--- config.mk ---
export PLATFORM = sky130hd
export DESIGN_NAME = gpio_port_ctrl
export DESIGN_NICKNAME = d
export VERILOG_FILES = /design/src/rtl/gpio_port_pkg.sv /design/src/rtl/gpio_sync2.sv /design/src/rtl/gpio_port_regs.sv /design/src/rtl/gpio_pin_resolve.sv /design/src/rtl/gpio_port_ctrl.sv
export SDC_FILE = /design/constraint.sdc
export NUM_CORES = 1
export LEC_CHECK = 0
export BUFFER_PORTS_ARGS = -buffer_cell sky130_fd_sc_hd__buf_2
export CORE_MARGIN = 1.5
export CORE_UTILIZATION = 30
export CTS_BUF_LIST = sky130_fd_sc_hd__clkbuf_16
export CTS_CLUSTER_SIZE = 8
export DETAILED_ROUTE_END_ITERATION = 16
export GPL_TIMING_DRIVEN = 0
export PLACE_DENSITY = 0.55
export SYNTH_ARGS = -nofsm -noshare
export SYNTH_HDL_FRONTEND = slang
export SYNTH_SLANG_ARGS = --single-unit
--- constraint.sdc ---
create_clock -name clk -period 1.8 [get_ports clk]
set_input_delay 0.36 -clock clk [delete_from_list [all_inputs] [get_ports clk]]
set_output_delay 0.36 -clock clk [all_outputs]
set_load 0.02 [all_outputs]
--- src/rtl/gpio_port_pkg.sv ---
package gpio_port_pkg;

  typedef enum logic [1:0] {
    OSC_PINS_FREE = 2'd0,
    OSC_CLK_OUT   = 2'd1,
    OSC_EXT_IN    = 2'd2,
    OSC_CRYSTAL   = 2'd3
  } osc_mode_e;

  typedef enum logic [1:0] {
    REG_DIR  = 2'd0,
    REG_LAT  = 2'd1,
    REG_PORT = 2'd2,
    REG_ANA  = 2'd3
  } reg_sel_e;

  // oscillator owns the upper output-side pin
  function automatic logic osc_owns_out_pin(osc_mode_e m);
    return (m == OSC_CRYSTAL);
  endfunction

  // oscillator owns the upper input-side pin
  function automatic logic osc_owns_in_pin(osc_mode_e m);
    return (m == OSC_CRYSTAL) || (m == OSC_EXT_IN);
  endfunction

  // divided clock replaces port data on the output-side pin
  function automatic logic osc_drives_clk(osc_mode_e m);
    return (m == OSC_CLK_OUT);
  endfunction

  // final port read value: synchronized level gated by input enable
  function automatic logic [7:0] gate_input(logic [7:0] lvl, logic [7:0] ie);
    return lvl & ie;
  endfunction

endpackage

--- src/rtl/gpio_sync2.sv ---
module gpio_sync2 #(
  parameter int WIDTH = 8
) (
  input  logic             clk,
  input  logic             rst_n,
  input  logic [WIDTH-1:0] d,
  output logic [WIDTH-1:0] q
);
  logic [WIDTH-1:0] meta_q;

  always_ff @(posedge clk or negedge rst_n) begin
    if (!rst_n) begin
      meta_q <= '0;
      q      <= '0;
    end else begin
      meta_q <= d;
      q      <= meta_q;
    end
  end
endmodule

--- src/rtl/gpio_port_regs.sv ---
module gpio_port_regs
  import gpio_port_pkg::*;
#(
  parameter int              WIDTH   = 8,
  parameter logic [WIDTH-1:0] ANA_RST = 8'h2F
) (
  input  logic             clk,
  input  logic             rst_n,
  input  logic             wr_en,
  input  logic [1:0]       wr_addr,
  input  logic [WIDTH-1:0] wr_data,
  output logic [WIDTH-1:0] dir_q,
  output logic [WIDTH-1:0] lat_q,
  output logic [WIDTH-1:0] ana_q
);
  reg_sel_e sel;
  assign sel = reg_sel_e'(wr_addr);

  always_ff @(posedge clk or negedge rst_n) begin
    if (!rst_n) begin
      dir_q <= '1;
      lat_q <= '0;
      ana_q <= ANA_RST;
    end else if (wr_en) begin
      unique case (sel)
        REG_DIR:          dir_q <= wr_data;
        REG_LAT, REG_PORT: lat_q <= wr_data;
        REG_ANA:          ana_q <= wr_data;
        default:          ;
      endcase
    end
  end
endmodule

--- src/rtl/gpio_pin_resolve.sv ---
module gpio_pin_resolve (
  input  logic dir,
  input  logic lat,
  input  logic ana,
  input  logic alt_en,
  input  logic alt_val,
  input  logic kill,
  input  logic clk_en,
  input  logic clk_val,
  output logic oe,
  output logic dout,
  output logic ie
);
  // priority: full takeover > clock drive > peripheral data > latch
  always_comb begin
    if (kill) begin
      oe   = 1'b0;
      dout = lat;
      ie   = 1'b0;
    end else if (clk_en) begin
      oe   = 1'b1;
      dout = clk_val;
      ie   = 1'b0;
    end else begin
      oe   = ~dir;
      dout = alt_en ? alt_val : lat;
      ie   = ~ana;
    end
  end
endmodule

--- src/rtl/gpio_port_ctrl.sv ---
module gpio_port_ctrl
  import gpio_port_pkg::*;
#(
  parameter int WIDTH    = 8,
  parameter int VREF_PIN = 2,
  parameter int CMP1_PIN = 4,
  parameter int CMP2_PIN = 5,
  parameter int OSC_OPIN = 6,
  parameter int OSC_IPIN = 7,
  parameter int TMR_PIN  = 4,
  parameter logic [WIDTH-1:0] ANA_RST = 8'h2F
) (
  input  logic             clk,
  input  logic             rst_n,
  input  logic             wr_en,
  input  logic [1:0]       wr_addr,
  input  logic [WIDTH-1:0] wr_data,
  input  logic [1:0]       rd_addr,
  output logic [WIDTH-1:0] rd_data,
  input  logic             cmp1_oe,
  input  logic             cmp1_val,
  input  logic             cmp2_oe,
  input  logic             cmp2_val,
  input  logic             vref_oe,
  input  logic [1:0]       osc_mode,
  input  logic [WIDTH-1:0] pin_in,
  output logic [WIDTH-1:0] pin_oe,
  output logic [WIDTH-1:0] pin_out,
  output logic [WIDTH-1:0] pin_ie,
  output logic             tmr_clk
);
  localparam int DIV_BITS = 2;

  osc_mode_e osc_m;
  reg_sel_e  rsel;
  assign osc_m = osc_mode_e'(osc_mode);
  assign rsel  = reg_sel_e'(rd_addr);

  logic [WIDTH-1:0] dir_q, lat_q, ana_q;
  logic [WIDTH-1:0] sync_lvl, port_val;
  // named per-pin takeover events for the checker
  logic [WIDTH-1:0] pin_kill, pin_alt_en, pin_alt_val, pin_clk_en;
  logic [DIV_BITS-1:0] div_cnt;
  logic             clk_q4;

  gpio_port_regs #(.WIDTH(WIDTH), .ANA_RST(ANA_RST)) u_regs (
    .clk(clk), .rst_n(rst_n), .wr_en(wr_en), .wr_addr(wr_addr),
    .wr_data(wr_data), .dir_q(dir_q), .lat_q(lat_q), .ana_q(ana_q)
  );

  gpio_sync2 #(.WIDTH(WIDTH)) u_sync (
    .clk(clk), .rst_n(rst_n), .d(pin_in), .q(sync_lvl)
  );

  always_ff @(posedge clk or negedge rst_n) begin
    if (!rst_n) div_cnt <= '0;
    else        div_cnt <= div_cnt + 1'b1;
  end
  assign clk_q4 = div_cnt[DIV_BITS-1];

  for (genvar i = 0; i < WIDTH; i++) begin : g_pin
    always_comb begin
      pin_kill[i]    = 1'b0;
      pin_alt_en[i]  = 1'b0;
      pin_alt_val[i] = 1'b0;
      pin_clk_en[i]  = 1'b0;
      if (i == VREF_PIN) pin_kill[i] = vref_oe;
      if (i == OSC_OPIN) begin
        pin_kill[i]   = osc_owns_out_pin(osc_m);
        pin_clk_en[i] = osc_drives_clk(osc_m);
      end
      if (i == OSC_IPIN) pin_kill[i] = osc_owns_in_pin(osc_m);
      if (i == CMP1_PIN) begin
        pin_alt_en[i]  = cmp1_oe;
        pin_alt_val[i] = cmp1_val;
      end
      if (i == CMP2_PIN) begin
        pin_alt_en[i]  = cmp2_oe;
        pin_alt_val[i] = cmp2_val;
      end
    end

    gpio_pin_resolve u_res (
      .dir(dir_q[i]), .lat(lat_q[i]), .ana(ana_q[i]),
      .alt_en(pin_alt_en[i]), .alt_val(pin_alt_val[i]),
      .kill(pin_kill[i]), .clk_en(pin_clk_en[i]), .clk_val(clk_q4),
      .oe(pin_oe[i]), .dout(pin_out[i]), .ie(pin_ie[i])
    );
  end

  assign port_val = gate_input(sync_lvl, pin_ie);
  assign tmr_clk  = port_val[TMR_PIN];

  always_comb begin
    unique case (rsel)
      REG_DIR:  rd_data = dir_q;
      REG_LAT:  rd_data = lat_q;
      REG_PORT: rd_data = port_val;
      REG_ANA:  rd_data = ana_q;
      default:  rd_data = '0;
    endcase
  end
endmodule

==> results.sh, run 1 <==
export IMPL_hpwlAfterDp_um=2560
export IMPL_routedWlPerCell_um=12.6
export IMPL_end_kind="output port"
export IMPL_cp_slowest_cell="dfstp_2"
export IMPL_fp_dieArea_mm2=0.00705
export IMPL_cp_depth=3
export IMPL_tritoncts="yes"
export IMPL_routed_wirelength_um=3760
export IMPL_slew_viol_final=0
export IMPL_grt_max_degree=43
export IMPL_ant_nets=0
export IMPL_ys_ff_latch=42
export IMPL_netlist_instances=149
export IMPL_yosysSeqAreaShare=0.543
export IMPL_critPathRequiredTime_ns=1.44
export IMPL_cp_data_arrival_time_ns=1.57
export IMPL_setup_viol=4
export IMPL_fin_tns_setup_ns=-0.424
export IMPL_drive_gt1_frac=0.676
export IMPL_crit_family="flip-flops"
export IMPL_synth_warnings=0
export IMPL_r2r_setup_slack_ns=0.96
export IMPL_grt_pass1_wl_um=6400
export IMPL_run_status="finished, violations left"
export IMPL_die_w_um=83.9
export IMPL_reg2reg_depth=2
export IMPL_post_route_period_util=1.07
export IMPL_cts_buffers=5
export IMPL_synth_edff_count=0
export IMPL_ir_drop_uv=581
export IMPL_first_iter_violations=48
export IMPL_crit_end="rd_data[1]"
export IMPL_area_growth_pct=30.8
export IMPL_clockRootBuffer="clkbuf_16"
export IMPL_row_count=29
export IMPL_crit_chain="and2b_1 > mux4_2 > buf_6"
export IMPL_yosysTopAreaCell="dfrtp_1"
export IMPL_syn_nets=181
export IMPL_die_h_um=83.9
export IMPL_core_area_mm2=0.00635
export IMPL_rsz0062_at_grt="yes"
export IMPL_layout_min_cycle_time_ns=1.93
export IMPL_synth_most_common_cell="dfrtp_1"
export IMPL_maxCapViolations=0
export IMPL_p_leak_nw=1.26
export IMPL_ys_async_sr_fraction=1.00
export IMPL_num_io_pins=63
export IMPL_cts_sinks=42
export IMPL_placed_area_mm2=0.00237
export IMPL_instances_no_fill=299
export IMPL_routed_via_density=4.27
export IMPL_worstHoldPathType="in2reg"
export IMPL_antenna_cells=0
export IMPL_cts_reportedPaths_clkPinSlew_ns=0.06
export IMPL_start_util=0.310
export IMPL_r2r_end="u_regs.ana_q[5]$_DFFE_PN1P_"
export IMPL_drtPass1Iterations=2
export IMPL_placedCellCount=287
export IMPL_critical_path_class="reg2out"
export IMPL_startpoint="u_regs.ana_q[1]$_DFFE_PN1P_"
export IMPL_synth_area_leaders="dfrtp_1 37%, dfstp_2 17%, mux2_2 15%"
export IMPL_post_place_ws_ns=0.0634
export IMPL_clock_latency_ns=0.28
export IMPL_synthTopCellsByCount="29 x dfrtp_1, 26 x mux2_2, 24 x buf_4, 15 x inv_1, 13 x dfstp_2"
export IMPL_powerDensity_mw_per_mm2=1110
export IMPL_antenna_found_initial=0
export IMPL_grt_overflow=0
export IMPL_crit_path_start_kind="register"
export IMPL_cts_path_max_buffers=2
export IMPL_fillers=606
export IMPL_cp_buffers_inverters=1
export IMPL_slowest_delay_ns=0.52
export IMPL_fmax_mhz=517
export IMPL_port_buffer_count=61
export IMPL_syn_area_mm2=0.00197
export IMPL_tightest_slew_ns=0.930
export IMPL_r2r_start="u_regs.ana_q[5]$_DFFE_PN1P_"
export IMPL_vias=1278
export IMPL_grt_pass1_vias=1222
export IMPL_h_tree_depth=2
export IMPL_syn_avg_cell_area_um2=13.2
export IMPL_synth_top_flop_cell="dfrtp_1"
export IMPL_remaining_drc_errors=0
export IMPL_place_gp_congestion=0.725
export IMPL_design_area_mm2=0.00257
export IMPL_synthDominantCellAreaShare=0.369
export IMPL_track_usage=0.117
export IMPL_skew_ns=0.000402
export IMPL_violations="setup timing"
export IMPL_layout_setup_ws_ns=-0.134
export IMPL_hold_viol=0
export IMPL_synth_distinct_cells=25
export IMPL_maxSlewHeadroom=0.380
export IMPL_fin_nets=253
export IMPL_cp_max_fo=2
==> report_power, final <==
part | total, W | internal (W) | switching [W] | leakage [nW]
combinational | 0.000815 | 0.000437 | 0.000378 | 0.719
clock | 0.000859 | 0.000506 | 0.000353 | 0.0672
sequential | 0.00119 | 0.00111 | 0.0000828 | 0.476
==> per-layer routing <==
metal / up-vias / wire (um) / global-route usage
li1: 623 / - / -
met3: 2 / 193 / 0.0267
met1: 614 / 1790 / 0.165
met2: 39 / 1750 / 0.177
met5: - / 0 / 0
met4: 0 / 21 / 0.0447
==> cells by family after synthesis <==
kind of cell               after synthesis  synth area share
buffers and inverters                   42             0.131
DFF                                     42             0.543
muxes                                   32             0.215
and+or+nand+nor                         20            0.0611
AOI/OAI and AO/OA                       10            0.0325
adders and majority gates                2            0.0127
xor gates and xnor gates                 1           0.00446
==> area by class of cell <==
class                           count  area (um^2)  share of cell area
Clock inverter                      3         16.3             0.00633
Tap cell                           77         96.3              0.0375
Sequential cell                    42         1070               0.415
Buffer                             27          201              0.0783
Inverter                           15         56.3              0.0219
Multi-Input combinational cell     65          642               0.250
Timing Repair Buffer               65          367               0.143
Clock buffer                        5          125              0.0487
==> what timing repair did <==
item                       in CTS  in global routing
buffers inserted                4                  0
resized for setup               9                  5
setup endpoints to repair       4                  6
hold endpoints to repair        0                  0
pin swaps                       0                  0
hold buffers                    0                  0
==> metrics by stage <==
stage | hold WS, ns | utilization | power (W)
4_1_cts | 0.177 | 0.403 | 0.00288
6_report | 0.185 | 0.405 | 0.00287
3_5_place_dp | 0.336 | 0.373 | 0.00196
3_3_place_gp | 0.332 | 0.373 | 0.00196
2_1_floorplan | 0.0644 | - | 0.00173
5_1_grt | 0.171 | 0.405 | 0.00302
==> cells in the final DEF (no fill, tap or decap), types with 3 or more instances in the layout <==
cell type and n:
a21oi_1 5, and2b_1 3, buf_2 58, buf_4 28, buf_6 6, clkbuf_16 5, dfrtp_1 29, dfstp_2 13
inv_1 15, mux2_2 26, mux4_2 5, nand2_2 3, nor2_1 5, nor2b_1 3
==> registers in the layout (all words and copies together), names as in the netlist <==
| register | cells |
|---|---|
| u_regs.ana_q | 8 |
| u_sync.q | 8 |
| u_sync.meta_q | 8 |
| u_regs.lat_q | 8 |
| div_cnt | 2 |
| u_regs.dir_q | 8 |
==> worst min path at each step <==
| stage | start | end | slack (ns) | cells past startpoint |
|---|---|---|---|---|
| final | pin_in[0] | u_sync.meta_q[0]$_DFF_PN0_ | 0.18 | 1 |
| after CTS | pin_in[0] | u_sync.meta_q[0]$_DFF_PN0_ | 0.18 | 1 |
| after global routing | pin_in[2] | u_sync.meta_q[2]$_DFF_PN0_ | 0.17 | 1 |
| after floorplan | rst_n | div_cnt[0]$_DFF_PN0_ | 0.06 | 0 |
| after detailed placement | u_sync.meta_q[3]$_DFF_PN0_ | u_sync.q[3]$_DFF_PN0_ | 0.34 | 0 |
| after global placement | u_sync.meta_q[3]$_DFF_PN0_ | u_sync.q[3]$_DFF_PN0_ | 0.33 | 0 |
Note: power is estimated with default switching activity, not from simulation.
==> run 2, diff against run 1 <==
--- a/config.mk
+++ b/config.mk
@@ -13,6 +13,7 @@
 export DETAILED_ROUTE_END_ITERATION = 16
 export GPL_TIMING_DRIVEN = 0
 export PLACE_DENSITY = 0.55
+export REMOVE_ABC_BUFFERS = 1
 export SYNTH_ARGS = -nofsm -noshare
 export SYNTH_HDL_FRONTEND = slang
 export SYNTH_SLANG_ARGS = --single-unit
==> results.sh, run 2 (same netlist as run 1, synthesis figures left out) <==
export IMPL_run_status="finished, violations left"
export IMPL_violations="setup timing"
export IMPL_rsz0062_at_grt="yes"
export IMPL_area_growth_pct=20.6
export IMPL_fp_dieArea_mm2=0.00705
export IMPL_drtPass1Iterations=2
export IMPL_port_buffer_count=62
export IMPL_first_iter_violations=42
export IMPL_intPower_w=0.00194
export IMPL_vias=1203
export IMPL_fillers=629
export IMPL_cts_path_max_buffers=2
export IMPL_reg2reg_depth=2
export IMPL_critical_path_class="reg2out"
export IMPL_crit_chain="and2b_1 > mux4_2 > buf_6"
export IMPL_p_comb_frac=0.253
export IMPL_post_route_period_util=1.07
export IMPL_routed_via_density=4.41
export IMPL_hold_viol=0
export IMPL_start_util=0.310
export IMPL_clockRootBuffer="clkbuf_16"
export IMPL_p_leak_nw=1.14
export IMPL_r2r_setup_slack_ns=0.97
export IMPL_cts_reportedPaths_clkPinSlew_ns=0.06
export IMPL_drive_gt1_frac=0.622
export IMPL_final_core_util=0.373
export IMPL_place_gp_congestion=0.711
export IMPL_row_count=29
export IMPL_clock_latency_ns=0.27
export IMPL_post_place_ws_ns=-0.0106
export IMPL_fin_nets=227
export IMPL_min_to="u_sync.meta_q[1]$_DFF_PN0_"
export IMPL_routedWlPerCell_um=13.4
export IMPL_layout_min_cycle_time_ns=1.93
export IMPL_tightest_slew_ns=0.921
export IMPL_min_delay_start="pin_in[1]"
export IMPL_grt_overflow=0
export IMPL_cp_slowest_cell="dfstp_2"
export IMPL_power_switching_w=0.000768
export IMPL_die_h_um=83.9
export IMPL_cp_data_arrival_time_ns=1.57
export IMPL_ctsHoldBuffers=0
export IMPL_hpwlAfterDp_um=2520
export IMPL_powerDensity_mw_per_mm2=1140
export IMPL_track_usage=0.111
export IMPL_r2r_end="u_regs.ana_q[5]$_DFFE_PN1P_"
export IMPL_tritoncts="yes"
export IMPL_core_area_mm2=0.00635
export IMPL_grt_pass1_vias=1239
export IMPL_die_w_um=83.9
export IMPL_mostFrequentLayoutCell="buf_2"
export IMPL_end_kind="output port"
export IMPL_r2r_start="u_regs.ana_q[5]$_DFFE_PN1P_"
export IMPL_slew_viol_final=0
export IMPL_maxSlewHeadroom=0.386
export IMPL_min_delay_path_depth=1
export IMPL_switching_share=0.284
export IMPL_grt_max_degree=43
export IMPL_cp_max_fo=2
export IMPL_ir_drop_uv=468
export IMPL_critPathRequiredTime_ns=1.44
export IMPL_skew_ns=0.00126
export IMPL_layout_setup_ws_ns=-0.127
export IMPL_h_tree_depth=2
export IMPL_worstHoldPathType="in2reg"
export IMPL_antenna_cells=0
export IMPL_slowest_delay_ns=0.53
export IMPL_cts_buffers=5
export IMPL_ant_nets=0
export IMPL_seqPwrFrac=0.439
export IMPL_setup_viol=4
export IMPL_remaining_drc_errors=0
export IMPL_num_io_pins=63
export IMPL_grt_pass1_wl_um=6120
export IMPL_antenna_found_initial=0
export IMPL_cts_sinks=42
export IMPL_fmax_mhz=519
export IMPL_final_cell_mix="55 x buf_2, 29 x dfrtp_1, 26 x mux2_2"
export IMPL_maxCapViolations=0
export IMPL_crit_path_start_kind="register"
export IMPL_clkPwrFrac=0.308
export IMPL_routed_wirelength_um=3670
==> run 2: worst max-delay path by stage <==
| stage | cells past startpoint | end | from |
|---|---|---|---|
| after floorplan | 2 | rd_data[0] | u_regs.ana_q[0]$_DFFE_PN1P_ |
| after global placement | 3 | rd_data[4] | rd_addr[1] |
| after detailed placement | 3 | rd_data[5] | rd_addr[1] |
| after CTS | 3 | rd_data[0] | u_regs.ana_q[0]$_DFFE_PN1P_ |
| after global routing | 3 | rd_data[0] | u_regs.ana_q[0]$_DFFE_PN1P_ |
| final | 3 | rd_data[0] | u_regs.ana_q[0]$_DFFE_PN1P_ |
==> run 2: layout make-up <==
cell class	instances	area, um^2	share of cell area
Sequential cell	42	1070	0.450
Multi-Input combinational cell	65	639	0.270
Timing Repair Buffer	66	373	0.157
Clock buffer	5	125	0.0528
Tap cell	77	96.3	0.0407
Inverter	15	56.3	0.0238
Clock inverter	3	12.5	0.00528
==> run 2: per-stage QoR <==
| stage | cell area [um^2] | hold WS (ns) | cells | setup TNS [ns] | total power, W |
|---|---|---|---|---|---|
| 3_5_place_dp | 2170 | 0.336 | 261 | -0.0106 | 0.00183 |
| 5_1_grt | 2370 | 0.177 | 273 | -0.567 | 0.00285 |
| 3_3_place_gp | 2170 | 0.333 | 261 | -0.0269 | 0.00183 |
| 2_1_floorplan | 1760 | 0.0644 | 122 | 0 | 0.00159 |
| 4_1_cts | 2360 | 0.178 | 273 | -0.443 | 0.00274 |
| 6_report | 2370 | 0.186 | 273 | -0.380 | 0.00270 |
==> run 2: timing repair <==
| item | CTS | global route |
|---|---|---|
| setup buffers | 4 | 0 |
| endpoints found under the setup margin | 4 | 6 |
| gates resized for setup | 10 | 4 |
==> run 2: critical path, delay by kind of cell (launching register included) <==
family	cells	cell delay [ns]
simple gates	1	0.17
buf+inv	1	0.15
mux	1	0.45
flops	1	0.53
==> run 2: power groups by stage <==
stage | Combinational, W | Clock [W] | Sequential, W
CTS | 0.000689 | 0.000867 | 0.00119
global placement | 0.000618 | 0 | 0.00121
finish | 0.000683 | 0.000832 | 0.00119
floorplan | 0.000380 | 0 | 0.00121
global route | 0.000740 | 0.000906 | 0.00121
detailed placement | 0.000624 | 0 | 0.00121
==> run 2: routing by layer <==
layer  track usage  vias to the layer above  share of wire
met5             0                        -              0
met4        0.0358                        0          0.011
met3        0.0366                        5          0.069
met2         0.174                       43           0.46
met1         0.145                      588           0.46
li1              -                      567              -
==> run 3, diff against run 2 <==
--- a/config.mk
+++ b/config.mk
@@ -6,14 +6,17 @@
 export NUM_CORES = 1
 export LEC_CHECK = 0
 export BUFFER_PORTS_ARGS = -buffer_cell sky130_fd_sc_hd__buf_2
+export CELL_PAD_IN_SITES_DETAIL_PLACEMENT = 1
+export CELL_PAD_IN_SITES_GLOBAL_PLACEMENT = 2
 export CORE_MARGIN = 1.5
 export CORE_UTILIZATION = 30
 export CTS_BUF_LIST = sky130_fd_sc_hd__clkbuf_16
 export CTS_CLUSTER_SIZE = 8
 export DETAILED_ROUTE_END_ITERATION = 16
 export GPL_TIMING_DRIVEN = 0
-export PLACE_DENSITY = 0.55
+export PLACE_DENSITY = 0.77
 export REMOVE_ABC_BUFFERS = 1
+export SLEW_MARGIN = 20
 export SYNTH_ARGS = -nofsm -noshare
 export SYNTH_HDL_FRONTEND = slang
 export SYNTH_SLANG_ARGS = --single-unit
==> results.sh, run 3 (same netlist as run 1, synthesis figures left out) <==
export IMPL_port_buffer_count=62
export IMPL_power_switching_w=0.000788
export IMPL_ctsHoldBuffers=0
export IMPL_drive_gt1_frac=0.628
export IMPL_routed_via_density=4.45
export IMPL_worstHoldPathType="in2reg"
export IMPL_multi_input_area_um2=646
export IMPL_fillers=683
export IMPL_fin_nets=227
export IMPL_run_status="finished, violations left"
export IMPL_hold_viol=0
export IMPL_track_usage=0.122
export IMPL_layout_min_cycle_time_ns=1.97
export IMPL_slew_viol_final=0
export IMPL_p_comb_frac=0.255
export IMPL_cts_sinks=42
export IMPL_final_cell_mix="54 x buf_2, 29 x dfrtp_1, 26 x mux2_2"
export IMPL_ir_drop_uv=552
export IMPL_tritoncts="yes"
export IMPL_cp_data_arrival_time_ns=1.61
export IMPL_core_area_mm2=0.00635
export IMPL_grt_pass1_vias=1283
export IMPL_r2r_setup_slack_ns=0.97
export IMPL_grt_pass1_wl_um=6530
export IMPL_p_leak_nw=1.14
export IMPL_num_io_pins=63
export IMPL_mostFrequentLayoutCell="buf_2"
export IMPL_violations="setup timing"
export IMPL_crit_path_start_kind="register"
export IMPL_cp_max_fo=2
export IMPL_die_w_um=83.9
export IMPL_cts_path_max_buffers=2
export IMPL_grt_max_degree=43
export IMPL_die_h_um=83.9
export IMPL_cts_buffers=5
export IMPL_cts_reportedPaths_clkPinSlew_ns=0.06
export IMPL_end_kind="output port"
export IMPL_start_util=0.310
export IMPL_place_gp_congestion=0.685
export IMPL_row_count=29
export IMPL_critical_path_class="reg2out"
export IMPL_routedWlPerCell_um=14.6
export IMPL_final_core_util=0.375
export IMPL_critPathRequiredTime_ns=1.44
export IMPL_antenna_cells=0
export IMPL_seqPwrFrac=0.438
export IMPL_maxSlewHeadroom=0.379
export IMPL_clkPwrFrac=0.307
export IMPL_ant_nets=0
export IMPL_layout_setup_ws_ns=-0.165
export IMPL_tightest_slew_ns=0.931
export IMPL_grt_overflow=0
export IMPL_clockRootBuffer="clkbuf_16"
export IMPL_intPower_w=0.00194
export IMPL_register_area_mm2=0.00107
export IMPL_switching_share=0.289
export IMPL_clock_latency_ns=0.28
export IMPL_hpwlAfterDp_um=2690
export IMPL_remaining_drc_errors=0
export IMPL_vias=1216
export IMPL_post_route_period_util=1.09
export IMPL_routed_wirelength_um=3990
export IMPL_powerDensity_mw_per_mm2=1150
export IMPL_area_growth_pct=21.2
export IMPL_fp_dieArea_mm2=0.00705
export IMPL_h_tree_depth=2
export IMPL_drtPass1Iterations=4
export IMPL_setup_viol=4
export IMPL_antenna_found_initial=0
export IMPL_maxCapViolations=0
export IMPL_first_iter_violations=36
export IMPL_fmax_mhz=509
export IMPL_rsz0062_at_grt="yes"
export IMPL_fin_tns_setup_ns=-0.496
export IMPL_skew_ns=0.000312
==> run 3: cell counts in the layout (fill, tap and decap cells not counted) <==
Identical to the previous run, type by type.
==> run 3: cell type report <==
cell class                      count  share of cell area
Tap cell                           77              0.0404
Multi-Input combinational cell     65               0.271
Timing Repair Buffer               66               0.159
Sequential cell                    42               0.448
Inverter                           15              0.0236
Clock inverter                      3             0.00525
Clock buffer                        5              0.0525
==> run 3: critical path, stage by stage, from the launching register on <==
cell and delay (ns):
dfstp_2 0.53, and2b_1 0.17, mux4_2 0.47, buf_6 0.15
==> run 3: metal layers <==
metal	part of all wire	track usage
met1	0.47	0.162
met4	0.015	0.0447
met3	0.060	0.0406
met5	0	0
met2	0.45	0.187
==> run 3: worst paths after layout <==
| kind | from | end | cells after the start |
|---|---|---|---|
| max in group asynchronous | rst_n | u_regs.ana_q[7]$_DFFE_PN0P_ | 1 |
| min in group asynchronous | rst_n | u_sync.meta_q[0]$_DFF_PN0_ | 1 |
| max reg2reg | u_regs.ana_q[5]$_DFFE_PN1P_ | u_regs.ana_q[5]$_DFFE_PN1P_ | 2 |
| min reg2reg | u_sync.meta_q[3]$_DFF_PN0_ | u_sync.q[3]$_DFF_PN0_ | 0 |
| max | u_regs.ana_q[1]$_DFFE_PN1P_ | rd_data[1] | 3 |
| min | pin_in[3] | u_sync.meta_q[3]$_DFF_PN0_ | 1 |
==> run 3: stage by stage <==
step | area [um^2] | worst slack, ns | total power (W) | std cells | hold WS [ns]
2_1_floorplan | 1760 | 0.247 | 0.00159 | 122 | 0.0644
3_3_place_gp | 2170 | -0.0222 | 0.00183 | 261 | 0.332
3_5_place_dp | 2170 | -0.0284 | 0.00184 | 261 | 0.336
4_1_cts | 2360 | -0.177 | 0.00276 | 272 | 0.176
5_1_grt | 2380 | -0.216 | 0.00287 | 273 | 0.171
6_report | 2380 | -0.165 | 0.00273 | 273 | 0.183
==> run 3: power groups by stage <==
| stage | Clock, W | Combinational, W | Sequential, W |
|---|---|---|---|
| final | 0.000837 | 0.000697 | 0.00120 |
| after global routing | 0.000900 | 0.000757 | 0.00121 |
| after CTS | 0.000868 | 0.000694 | 0.00120 |
| after detailed placement | 0 | 0.000627 | 0.00122 |
| after global placement | 0 | 0.000623 | 0.00121 |
| after floorplan | 0 | 0.000380 | 0.00121 |
==> run 3: what timing repair did <==
action,in CTS,in global routing
pin swaps,0,1
setup buffers,3,1
setup endpoints to repair,5,6
cloned,0,0
resized for setup,13,4
